### src/rtl/raster_pkg.sv
package raster_pkg;

  typedef enum logic [2:0] {
    FK_IDLE     = 3'd0,
    FK_NAME     = 3'd1,
    FK_ATTR     = 3'd2,
    FK_PAT_LO   = 3'd3,
    FK_PAT_HI   = 3'd4,
    FK_SPR_PAT  = 3'd5,
    FK_NAME_DIS = 3'd6
  } fetch_kind_t;

  // Number of fetch slots in one line.
  function automatic int slots_per_line(int bg, int spr, int pre, int tail);
    return 4 * (bg + spr + pre) + tail;
  endfunction

  // Cycles in a full-length line.
  function automatic int cycles_per_line(int slot_cycles, int nslots, int idle);
    return slot_cycles * nslots + idle;
  endfunction

  // Background group order: name, attribute, pattern low, pattern high.
  function automatic fetch_kind_t bg_kind(int sub);
    case (sub)
      0:       return FK_NAME;
      1:       return FK_ATTR;
      2:       return FK_PAT_LO;
      default: return FK_PAT_HI;
    endcase
  endfunction

  // Slot index to access kind over the background, sprite, prefetch and tail phases.
  function automatic fetch_kind_t slot_kind(int slot, int bg, int spr, int pre, int tail);
    int bg_end;
    int spr_end;
    int pre_end;
    int tail_end;
    int sub;
    bg_end   = 4 * bg;
    spr_end  = bg_end + 4 * spr;
    pre_end  = spr_end + 4 * pre;
    tail_end = pre_end + tail;
    sub      = slot % 4;
    if (slot < bg_end)        return bg_kind(sub);
    else if (slot < spr_end)  return (sub < 2) ? FK_NAME_DIS : FK_SPR_PAT;
    else if (slot < pre_end)  return bg_kind(sub);
    else if (slot < tail_end) return FK_NAME;
    else                      return FK_IDLE;
  endfunction

endpackage

### src/rtl/raster_dot_counter.sv
module raster_dot_counter #(
  parameter int SLOT_CYCLES = 8,
  parameter int NSLOTS      = 170,
  parameter int LINE_CYCLES = 1364,
  parameter int TRIM_CYCLES = 4,
  parameter int DOT_W       = 11,
  parameter int SLOT_W      = 8
) (
  input  logic              clk,
  input  logic              rst_n,
  input  logic              trim,
  output logic [DOT_W-1:0]  dot,
  output logic [SLOT_W-1:0] slot,
  output logic              slot_first,
  output logic              line_end
);

  localparam int PH_W = (SLOT_CYCLES > 1) ? $clog2(SLOT_CYCLES) : 1;

  logic [PH_W-1:0]  phase;
  logic [DOT_W-1:0] last_dot;
  logic             phase_wrap;

  always_comb begin
    last_dot   = trim ? DOT_W'(LINE_CYCLES - TRIM_CYCLES - 1) : DOT_W'(LINE_CYCLES - 1);
    line_end   = (dot == last_dot);
    phase_wrap = (phase == PH_W'(SLOT_CYCLES - 1));
    slot_first = (phase == '0);
  end

  always_ff @(posedge clk) begin
    if (!rst_n) begin
      dot   <= '0;
      phase <= '0;
      slot  <= '0;
    end else if (line_end) begin
      dot   <= '0;
      phase <= '0;
      slot  <= '0;
    end else begin
      dot <= dot + 1'b1;
      if (phase_wrap) begin
        phase <= '0;
        if (slot != SLOT_W'(NSLOTS)) slot <= slot + 1'b1;
      end else begin
        phase <= phase + 1'b1;
      end
    end
  end

  AST_DOT_RANGE: assert property (@(posedge clk) disable iff (!rst_n)
    dot < DOT_W'(LINE_CYCLES));
  AST_DOT_WRAP: assert property (@(posedge clk) disable iff (!rst_n)
    line_end |=> (dot == '0 && slot == '0));
  AST_SLOT_ADVANCE: assert property (@(posedge clk) disable iff (!rst_n)
    (phase_wrap && slot < SLOT_W'(NSLOTS) && !line_end) |=> (slot == $past(slot) + 1'b1));
  AST_SLOT_LIMIT: assert property (@(posedge clk) disable iff (!rst_n)
    slot <= SLOT_W'(NSLOTS));

endmodule

### src/rtl/raster_line_counter.sv
module raster_line_counter #(
  parameter int VBL_LINES = 20,
  parameter int VIS_LINES = 240,
  parameter int NLINES    = 262,
  parameter int LINE_W    = 9
) (
  input  logic              clk,
  input  logic              rst_n,
  input  logic              line_end,
  input  logic              line_first,
  input  logic              render_en,
  output logic [LINE_W-1:0] line,
  output logic              in_dummy,
  output logic              in_visible,
  output logic              blank_start,
  output logic              dummy_start,
  output logic              trim
);

  localparam int DUMMY_LINE = VBL_LINES;
  localparam int IDLE_LINE  = NLINES - 1;

  logic odd_frame;
  logic frame_rendered;

  always_comb begin
    in_dummy    = (line == LINE_W'(DUMMY_LINE));
    in_visible  = (line > LINE_W'(DUMMY_LINE)) && (line < LINE_W'(IDLE_LINE));
    blank_start = line_end && (line == LINE_W'(IDLE_LINE));
    dummy_start = line_end && (line == LINE_W'(DUMMY_LINE - 1));
    trim        = in_dummy && frame_rendered && odd_frame;
  end

  always_ff @(posedge clk) begin
    if (!rst_n) begin
      line           <= '0;
      odd_frame      <= 1'b0;
      frame_rendered <= 1'b0;
    end else begin
      if (in_dummy && line_first) frame_rendered <= render_en;
      if (line_end) begin
        line <= (line == LINE_W'(IDLE_LINE)) ? '0 : line + 1'b1;
        if (in_dummy && frame_rendered) odd_frame <= ~odd_frame;
      end
    end
  end

  AST_LINE_RANGE: assert property (@(posedge clk) disable iff (!rst_n)
    line < LINE_W'(NLINES));
  AST_LINE_WRAP: assert property (@(posedge clk) disable iff (!rst_n)
    blank_start |=> (line == '0));
  AST_PARITY_HOLD: assert property (@(posedge clk) disable iff (!rst_n)
    !(line_end && in_dummy) |=> $stable(odd_frame));
  AST_ONE_LINE_STEP: assert property (@(posedge clk) disable iff (!rst_n)
    !line_end |=> $stable(line));

endmodule

### src/rtl/raster_slot_decoder.sv
module raster_slot_decoder
  import raster_pkg::*;
#(
  parameter int BG_GROUPS  = 32,
  parameter int SPR_GROUPS = 8,
  parameter int PRE_GROUPS = 2,
  parameter int TAIL_NAMES = 2,
  parameter int SLOT_W     = 8
) (
  input  logic              render_en,
  input  logic              fetch_line,
  input  logic [SLOT_W-1:0] slot,
  input  logic              slot_first,
  output fetch_kind_t       kind,
  output logic              strobe
);

  fetch_kind_t map_kind;

  always_comb begin
    map_kind = slot_kind(int'(slot), BG_GROUPS, SPR_GROUPS, PRE_GROUPS, TAIL_NAMES);
    kind     = (render_en && fetch_line) ? map_kind : FK_IDLE;
    strobe   = (kind != FK_IDLE) && slot_first;
  end

endmodule

### src/rtl/raster_vblank.sv
module raster_vblank (
  input  logic clk,
  input  logic rst_n,
  input  logic set_evt,
  input  logic dummy_start,
  input  logic clear_req,
  input  logic irq_en,
  output logic flag,
  output logic irq
);

  always_ff @(posedge clk) begin
    if (!rst_n) begin
      flag <= 1'b0;
      irq  <= 1'b0;
    end else begin
      if (set_evt) flag <= 1'b1;
      else if (dummy_start || clear_req) flag <= 1'b0;
      irq <= set_evt && irq_en;
    end
  end

  AST_IRQ_SINGLE: assert property (@(posedge clk) disable iff (!rst_n)
    irq |=> !irq);
  AST_IRQ_WITH_FLAG: assert property (@(posedge clk) disable iff (!rst_n)
    irq |-> flag);
  AST_FLAG_HELD: assert property (@(posedge clk) disable iff (!rst_n)
    (flag && !clear_req && !dummy_start) |=> flag);
  AST_FLAG_RISES_ON_SET: assert property (@(posedge clk) disable iff (!rst_n)
    $rose(flag) |-> $past(set_evt));

endmodule

### src/rtl/raster_fetch_seq.sv
module raster_fetch_seq
  import raster_pkg::*;
#(
  parameter int SLOT_CYCLES = 8,
  parameter int BG_GROUPS   = 32,
  parameter int SPR_GROUPS  = 8,
  parameter int PRE_GROUPS  = 2,
  parameter int TAIL_NAMES  = 2,
  parameter int IDLE_CYCLES = 4,
  parameter int VBL_LINES   = 20,
  parameter int VIS_LINES   = 240,
  localparam int NSLOTS      = slots_per_line(BG_GROUPS, SPR_GROUPS, PRE_GROUPS, TAIL_NAMES),
  localparam int LINE_CYCLES = cycles_per_line(SLOT_CYCLES, NSLOTS, IDLE_CYCLES),
  localparam int NLINES      = VBL_LINES + VIS_LINES + 2,
  localparam int LINE_W      = $clog2(NLINES),
  localparam int DOT_W       = $clog2(LINE_CYCLES),
  localparam int SLOT_W      = $clog2(NSLOTS + 1)
) (
  input  logic              clk,
  input  logic              rst_n,
  input  logic              render_en,
  input  logic              irq_en,
  input  logic              vbl_clear,
  output logic [LINE_W-1:0] line_num,
  output logic [DOT_W-1:0]  dot_num,
  output logic [SLOT_W-1:0] slot_num,
  output logic [2:0]        fetch_kind,
  output logic              fetch_strobe,
  output logic              vblank,
  output logic              vbl_irq,
  output logic              dummy_line
);

  localparam int IDLE_LINE = NLINES - 1;

  // Internal events, named for the checks below.
  logic        line_end;
  logic        slot_first;
  logic        trim;
  logic        in_dummy;
  logic        in_visible;
  logic        blank_start;
  logic        dummy_start;
  logic        line_first;
  fetch_kind_t kind;

  assign line_first = (dot_num == '0);

  raster_dot_counter #(
    .SLOT_CYCLES (SLOT_CYCLES),
    .NSLOTS      (NSLOTS),
    .LINE_CYCLES (LINE_CYCLES),
    .TRIM_CYCLES (IDLE_CYCLES),
    .DOT_W       (DOT_W),
    .SLOT_W      (SLOT_W)
  ) u_dot (
    .clk        (clk),
    .rst_n      (rst_n),
    .trim       (trim),
    .dot        (dot_num),
    .slot       (slot_num),
    .slot_first (slot_first),
    .line_end   (line_end)
  );

  raster_line_counter #(
    .VBL_LINES (VBL_LINES),
    .VIS_LINES (VIS_LINES),
    .NLINES    (NLINES),
    .LINE_W    (LINE_W)
  ) u_line (
    .clk         (clk),
    .rst_n       (rst_n),
    .line_end    (line_end),
    .line_first  (line_first),
    .render_en   (render_en),
    .line        (line_num),
    .in_dummy    (in_dummy),
    .in_visible  (in_visible),
    .blank_start (blank_start),
    .dummy_start (dummy_start),
    .trim        (trim)
  );

  raster_slot_decoder #(
    .BG_GROUPS  (BG_GROUPS),
    .SPR_GROUPS (SPR_GROUPS),
    .PRE_GROUPS (PRE_GROUPS),
    .TAIL_NAMES (TAIL_NAMES),
    .SLOT_W     (SLOT_W)
  ) u_dec (
    .render_en  (render_en),
    .fetch_line (in_dummy || in_visible),
    .slot       (slot_num),
    .slot_first (slot_first),
    .kind       (kind),
    .strobe     (fetch_strobe)
  );

  raster_vblank u_vbl (
    .clk         (clk),
    .rst_n       (rst_n),
    .set_evt     (blank_start),
    .dummy_start (dummy_start),
    .clear_req   (vbl_clear),
    .irq_en      (irq_en),
    .flag        (vblank),
    .irq         (vbl_irq)
  );

  assign fetch_kind = kind;
  assign dummy_line = in_dummy;

  AST_NO_FETCH_BLANK: assert property (@(posedge clk) disable iff (!rst_n)
    (line_num < LINE_W'(VBL_LINES) || line_num == LINE_W'(IDLE_LINE)) |-> (kind == FK_IDLE && !fetch_strobe));
  AST_NO_FETCH_DISABLED: assert property (@(posedge clk) disable iff (!rst_n)
    !render_en |-> (kind == FK_IDLE && !fetch_strobe));
  AST_SHORT_ONLY_DUMMY: assert property (@(posedge clk) disable iff (!rst_n)
    (line_end && dot_num != DOT_W'(LINE_CYCLES - 1)) |-> in_dummy);
  AST_TAIL_IDLE: assert property (@(posedge clk) disable iff (!rst_n)
    (slot_num == SLOT_W'(NSLOTS)) |-> (kind == FK_IDLE));

  generate
    if (SLOT_CYCLES > 1) begin : g_strobe_gap
      AST_STROBE_GAP: assert property (@(posedge clk) disable iff (!rst_n)
        fetch_strobe |=> !fetch_strobe);
    end
  endgenerate

endmodule

### config.mk
export PLATFORM = sky130hd
export DESIGN_NAME = raster_fetch_seq
export DESIGN_NICKNAME = d
export VERILOG_FILES = /design/src/rtl/raster_pkg.sv /design/src/rtl/raster_dot_counter.sv /design/src/rtl/raster_line_counter.sv /design/src/rtl/raster_slot_decoder.sv /design/src/rtl/raster_vblank.sv /design/src/rtl/raster_fetch_seq.sv
export SDC_FILE = /design/constraint.sdc
export NUM_CORES = 1
export LEC_CHECK = 0
export BUFFER_PORTS_ARGS = -buffer_cell sky130_fd_sc_hd__buf_2
export CORE_ASPECT_RATIO = 0.8
export CORE_MARGIN = 2
export CORE_UTILIZATION = 43
export CTS_BUF_LIST = sky130_fd_sc_hd__clkbuf_8
export DETAILED_ROUTE_END_ITERATION = 10
export PLACE_DENSITY = 0.72
export SYNTH_ARGS = -nofsm -noshare
export SYNTH_HDL_FRONTEND = slang
export SYNTH_SLANG_ARGS = --single-unit
### constraint.sdc
create_clock -name clk -period 2.75 [get_ports clk]
set_input_delay 0.1375 -clock clk [delete_from_list [all_inputs] [get_ports clk]]
set_output_delay 0.1375 -clock clk [all_outputs]
set_load 0.03 [all_outputs]
==> qor.yml, run 1 <==
pwr:
  p_per_area_nw_per_um2: 444.2
  leakagePower_nw: 0.9280
  ir_drop_v: 0.0003071
drt:
  wl_per_cell_um: 12.65
  drc: 0
  vias_per_cell: 5.281
  dr.pass1.iters: 4
  num_vias: 1690
  initialDrtViolationCount: 89
  wl_um: 4048
  ant_nets: 0
timing:
  fin_crit_ns: 2.385
  fmax_mhz: 419.2
  skew_ns: 0.003757
  layout_setup_ws_ns: 0.3648
  finalMaxSlewViolations: 0
  fin_crit_sh_pct: 86.74
  slew_headroom_pct: 44.58
  finalSetupViolCount: 0
  worst_pin_slew_ns: 0.8226
  rsz0062_at_grt: "no"
  finalSetupTns_ns: 0
  hold_viol_final: 0
synthesis:
  synth_edf_count: 0
  syn_inst: 220
  synth_area_leaders: "dfxtp_1 38%, ha_1 7.5%, nor2_1 5.9%"
  synth.avg_cell_area_um2: 8.360
  yosysTopAreaCell: "dfxtp_1"
  synth_simple_gate_area_share_pct: 29.32
  synthMuxAreaShare_pct: 2.177
  synthAdderAreaFrac_pct: 7.483
  ys_ff_latch: 35
  yosysUniqueCellTypes: 41
  synth_area_um2: 1839
  ys_top_cells_by_count: "35 x dfxtp_1, 29 x nor2_1, 16 x nand2_1"
  synth_top_area_share_pct: 38.10
  synth-xor-area-share_pct: 7.143
  syn_nets: 236
  synth_seq_area_share_pct: 38.10
  synthArstFlopShare_pct: 0
  synth_compound_gate_area_share_pct: 11.02
  yosysWarnings: 0
  synth_top_family_by_area: "simple AND/OR/NAND/NOR gates"
  synthFlopType: "dfxtp_1"
  synth_most_common_cell: "dfxtp_1"
floorplan:
  fp.dieW_um: 77.12
  start_util_pct: 44.30
  num_rows: 21
  io_pins: 40
  dieArea_um2: 4820
  design.core.area_um2: 4151
  die_h_um: 62.50
layout:
  areaGrowthSynthToFinish_pct: 18.84
  fin_cells: 320
  nets: 278
  antennaDiodeCount: 0
  drive_above_1_share_pct: 20.53
placement:
  place_hpwl_um: 2916
  portBuffers: 39
  pre_cts_slack_ns: 0.3776
  dpl.cell_count: 312
  gp_congestion: 0.8769
clock_tree:
  cts_tree: "done"
  path_clk_slew_ns: 0.07
  cts-resized-gates: 0
  root_buffer: "clkbuf_8"
  cts_buffers: 5
  h-tree-depth: 2
  clock_path_buffers: 2
  ctsHoldBuffers: 0
  post_cts_buffers: 0
  cts.sinks: 35
  clkLatencyLatePin_ns: 0.28
grt:
  met3_usage_pct: 4.624
  grt_pass1_vias: 1492
  grt_use_met1_pct: 24.46
  grt_max_degree: 22
  use_met2_pct: 25.11
  antenna_found_initial: 0
  grt_use_total_pct: 17.70
  grt_pass1_wl_um: 6865
  grt_overflow: 0
  top_usage_layer: "met2"
setup_path:
  cp-end-kind: "register"
  max_stage_delay_ns: 0.59
  worstReg2RegEnd: "u_line.line[5]$_SDFFE_PN0N_"
  cp-startpoint: "u_line.line[3]$_SDFFE_PN0N_"
  reg2reg_depth: 6
  crit_arrival_ns: 2.59
  path_max_fanout: 20
  crit_required_ns: 2.96
  rr_startpoint: "u_line.line[3]$_SDFFE_PN0N_"
  critPathLaunchType: "register"
  crit_buf_inv: 1
  path_depth: 6
  worstSetupEndpoint: "u_line.line[5]$_SDFFE_PN0N_"
  crit_type: "register to register"
  cpMaxStageDelayCell: "or4_4"
  r2r_slack_ns: 0.36
  cp_top_family: "simple AND/OR/NAND/NOR gates"
  crit_chain: "or4_4, nor4_4, mux2i_1, buf_4, or4_1, a21oi_1"
status:
  status: "completed"
job:
  cap_violations: 0
worst_hold_path:
  hp-class: "input pin to register"
-- per-layer routing --
metal | share of wire, % | up-vias
met1 | 50 | 769
met4 | 2.0 | 0
li1 | - | 857
met5 | 0 | -
met2 | 42 | 57
met3 | 6.0 | 7
-- worst register-to-register path, cell delays in order, from the launching register on --
cell	delay, ns
dfxtp_1	0.37
or4_4	0.59
nor4_4	0.31
mux2i_1	0.17
buf_4	0.23
or4_1	0.50
a21oi_1	0.15
-- cell families (layout without fill, tap and decap cells) --
logic type,count (synthesis),after routing
fa+ha+maj,11,11
buf+inv,20,63
mux,4,4
compound gates,35,35
xor+xnor,15,15
simple gates,100,100
flops,35,35
-- final cells by class --
cell class / count / area (um^2)
Fill cell: 417 / 1966
Multi-Input combinational cell: 165 / 1051
Sequential cell: 35 / 700.7
Timing Repair Buffer: 41 / 210.2
Clock buffer: 7 / 96.34
Tap cell: 57 / 71.32
Inverter: 14 / 52.55
Clock inverter: 1 / 3.754
-- sequential cells by signal, indices dropped and copies added (netlist names) --
| signal | count |
|---|---|
| u_line.odd_frame | 1 |
| u_line.line | 9 |
| u_dot.slot | 8 |
| u_dot.phase | 3 |
| u_vbl.flag | 1 |
| u_dot.dot | 11 |
| u_line.frame_rendered | 1 |
| u_vbl.irq | 1 |
-- cell usage in the layout (no fill, tap or decap), types with 6 or more instances in the layout --
cell       n
or3_1      8
nor2_1    29
a21oi_1   11
xor2_1     8
clkbuf_8   7
dfxtp_1   35
nand3_1    7
nand2_1   16
o21ai_0   15
nand4_1    9
xnor2_1    7
ha_1      11
inv_1     15
buf_2     39
nor3_1     6
-- metrics by stage --
| stage | hold WS, ns | cell area, um^2 | power [mW] | util [%] |
|---|---|---|---|---|
| floorplan | 0.2701 | 1839 | 0.5627 | - |
| global placement | 0.3973 | 2086 | 0.5785 | 50.24 |
| detailed placement | 0.3971 | 2086 | 0.5792 | 50.24 |
| CTS | 0.09749 | 2186 | 0.9854 | 52.65 |
| global route | 0.09408 | 2186 | 1.015 | 52.65 |
| finish | 0.1031 | 2186 | 0.9709 | 52.65 |
-- where the power goes --
part           leakage [nW]  switching [mW]  internal, mW
clock network        0.0557           0.178         0.225
logic                 0.589          0.0285        0.0170
registers             0.283         0.00822         0.514
total                 0.928           0.215         0.756
-- worst min path at each step --
stage           start                      end  slack [ns]  cells after the start
6_report       irq_en     u_vbl.irq$_SDFF_PN0_        0.10                      2
5_1_grt        irq_en     u_vbl.irq$_SDFF_PN0_        0.09                      2
4_1_cts        irq_en     u_vbl.irq$_SDFF_PN0_         0.1                      2
3_5_place_dp   irq_en     u_vbl.irq$_SDFF_PN0_        0.40                      2
3_3_place_gp   irq_en     u_vbl.irq$_SDFF_PN0_        0.40                      2
2_1_floorplan   rst_n  u_vbl.flag$_SDFFE_PN0P_        0.27                      1
No activity file was read; power rests on OpenSTA's default activity.
==> inputs of run 2 (changes only) <==
- CORE_UTILIZATION: 43 -> 55
- PLACE_DENSITY: 0.72 -> 0.87
- clock period: 2.75 -> 3 ns (I/O delays scaled with it)
==> qor.yml, run 2 (synthesis gave the netlist of run 1 again) <==
timing:
  hold_viol_final: 0  # unchanged
  finalSetupTns_ns: 0  # unchanged
  finalMaxSlewViolations: 0  # unchanged
  rsz0062_at_grt: "no"  # unchanged
  fin_crit_sh_pct: 86.15  # was 86.74%
  finalSetupViolCount: 0  # unchanged
  slew_headroom_pct: 49.29  # was 44.58%
  fmax_mhz: 386.9  # was 419.2 MHz
  worst_pin_slew_ns: 0.7527  # was 0.8226 ns
  skew_ns: 0.002787  # was 0.003757 ns
  fin_crit_ns: 2.585  # was 2.385 ns
setup_path:
  critPathLaunchType: "register"  # unchanged
  crit_arrival_ns: 2.79  # was 2.59 ns
  crit_required_ns: 3.21  # was 2.96 ns
  path_depth: 6  # unchanged
  max_stage_delay_ns: 0.60  # was 0.59 ns
  rr_startpoint: "u_line.line[3]$_SDFFE_PN0N_"  # unchanged
  r2r_slack_ns: 0.42  # was 0.36 ns
  worstReg2RegEnd: "u_dot.phase[1]$_SDFF_PP0_"  # was u_line.line[5]$_SDFFE_PN0N_
  path_max_fanout: 21  # was 20
  reg2reg_depth: 6  # unchanged
  worstSetupEndpoint: "u_dot.phase[1]$_SDFF_PP0_"  # was u_line.line[5]$_SDFFE_PN0N_
  cpMaxStageDelayCell: "or4_4"  # unchanged
  crit_type: "register to register"  # unchanged
  crit_buf_inv: 1  # unchanged
  cp-end-kind: "register"  # unchanged
  cp_top_family: "simple AND/OR/NAND/NOR gates"  # unchanged
  crit_chain: "or4_4, nor4_4, mux2i_1, buf_4, nand2_1, nor3b_1"  # was or4_4, nor4_4, mux2i_1, buf_4, or4_1, a21oi_1
  cp-startpoint: "u_line.line[3]$_SDFFE_PN0N_"  # unchanged
grt:
  grt_pass1_vias: 1559  # was 1,492
  grt_overflow: 0  # unchanged
  grt_max_degree: 22  # unchanged
  antenna_found_initial: 0  # unchanged
  grt_use_total_pct: 23.43  # was 17.70%
  grt_pass1_wl_um: 6920  # was 6865 um
clock_tree:
  post_cts_buffers: 0  # unchanged
  path_clk_slew_ns: 0.07  # about the same
  cts.sinks: 35  # unchanged
  ctsHoldBuffers: 0  # unchanged
  cts_tree: "done"  # unchanged
  cts-resized-gates: 0  # unchanged
  clkLatencyLatePin_ns: 0.29  # was 0.28 ns
  clock_path_buffers: 2  # unchanged
  cts_buffers: 5  # unchanged
  root_buffer: "clkbuf_8"  # unchanged
  h-tree-depth: 2  # unchanged
layout:
  regMostFlops: "u_dot.dot"  # unchanged
  fill_cells: 270  # was 417
  drive_above_1_share_pct: 20.61  # was 20.53%
  top_regs: "u_dot.dot x11, u_line.line x9, u_dot.slot x8"  # unchanged
  nets: 278  # unchanged
  largest_reg_flops: 11  # unchanged
  antennaDiodeCount: 0  # unchanged
  final_common_cell: "buf_2"  # unchanged
  stdcell_area_um2: 2152  # was 2186 um^2
  areaGrowthSynthToFinish_pct: 17.01  # was 18.84%
  layout_common_cells: "39 x buf_2, 35 x dfxtp_1, 29 x nor2_1"  # unchanged
drt:
  top_layer: "met4"  # unchanged
  dr.pass1.iters: 4  # unchanged
  wl_per_cell_um: 13.77  # was 12.65 um
  ant_nets: 0  # unchanged
  initialDrtViolationCount: 135  # was 89
  num_vias: 1736  # was 1,690
  dr_wl_met3_um: 310  # was 242 um
  vias_per_cell: 5.748  # was 5.281
  met1_length_um: 2007  # was 2029 um
  drc: 0  # unchanged
  wl_um: 4158  # was 4048 um
  wl_met2_um: 1765  # was 1694 um
pwr:
  p_comb_share_pct: 4.8  # was 4.7%
  p_per_area_nw_per_um2: 402.1  # was 444.2 nW/um^2
  leakagePower_nw: 0.9187  # was 0.9280 nW
  pwr-share-seq_pct: 55.4  # was 53.8%
  pwr-share-clk_pct: 39.8  # was 41.5%
  internal_power_mw: 0.6665  # was 0.7562 mW
  ir_drop_v: 0.0003199  # was 0.0003071 V
  sw_frac_of_total_pct: 22.98  # was 22.11%
  power.switching_mw: 0.1989  # was 0.2146 mW
job:
  cap_violations: 0  # unchanged
placement:
  gp_congestion: 0.8349  # was 0.8769
  place_hpwl_um: 2945  # was 2916 um
  portBuffers: 39  # unchanged
  placed_area_um2: 2064  # was 2086 um^2
status:
  status: "completed"  # unchanged
worst_hold_path:
  hold_start: "irq_en"  # unchanged
  hp-class: "input pin to register"  # unchanged
floorplan:
  fp.dieW_um: 68.66  # was 77.12 um
  num_rows: 18  # was 21
  start_util_pct: 58.75  # was 44.30%
  dieArea_um2: 3826  # was 4820 um^2
  die_h_um: 55.73  # was 62.50 um
  io_pins: 40  # unchanged
  design.core.area_um2: 3131  # was 4151 um^2
## run 2: layer usage
layer,vias up,track usage (%)
li1,852,-
met1,814,34.97
met2,62,31.46
met3,8,4.858
met4,0,11.14
met5,-,0
## run 2: worst min path at each step
stage | slack [ns] | endpoint | cells after the start
final | 0.1 | u_vbl.irq$_SDFF_PN0_ | 2
after CTS | 0.09 | u_vbl.irq$_SDFF_PN0_ | 2
after global placement | 0.39 | u_vbl.irq$_SDFF_PN0_ | 2
after floorplan | 0.28 | u_vbl.flag$_SDFFE_PN0P_ | 1
after global routing | 0.12 | u_vbl.irq$_SDFF_PN0_ | 2
after detailed placement | 0.39 | u_vbl.irq$_SDFF_PN0_ | 2
## run 2: final cells by class
cell class	count	area [um^2]	share of cell area, %
repair buffers	41	210.2	9.767
well taps	40	50.05	2.326
inverters	14	52.55	2.442
clock inverters	1	5.005	0.2326
clock buffers	6	82.58	3.837
flip-flops and latches	35	700.7	32.56
multi-input cells	165	1051	48.84
## run 2: worst reg2reg max path: stages, from the launching register on
cell	delay (ns)
dfxtp_1	0.36
or4_4	0.60
nor4_4	0.31
mux2i_1	0.27
buf_4	0.23
nand2_1	0.43
nor3b_1	0.32
## run 2: power groups by stage
stage	clock [mW]	sequential [mW]	combinational, mW
after CTS	0.352	0.479	0.0418
after global routing	0.367	0.481	0.0466
final	0.344	0.480	0.0412
after global placement	0	0.489	0.0398
after detailed placement	0	0.490	0.0411
after floorplan	0	0.495	0.0208
## run 2: through the flow
stage	hold slack [ns]	std cells	util (%)	total power, mW	worst slack (ns)
5_1_grt	0.1242	302	68.75	0.8944	0.1671
3_5_place_dp	0.3895	295	65.95	0.5307	0.4209
6_report	0.09549	302	68.75	0.8653	0.4154
4_1_cts	0.09026	302	68.75	0.8727	0.3767
2_1_floorplan	0.2826	220	-	0.5158	0.4978
3_3_place_gp	0.3883	295	65.95	0.5292	0.5295
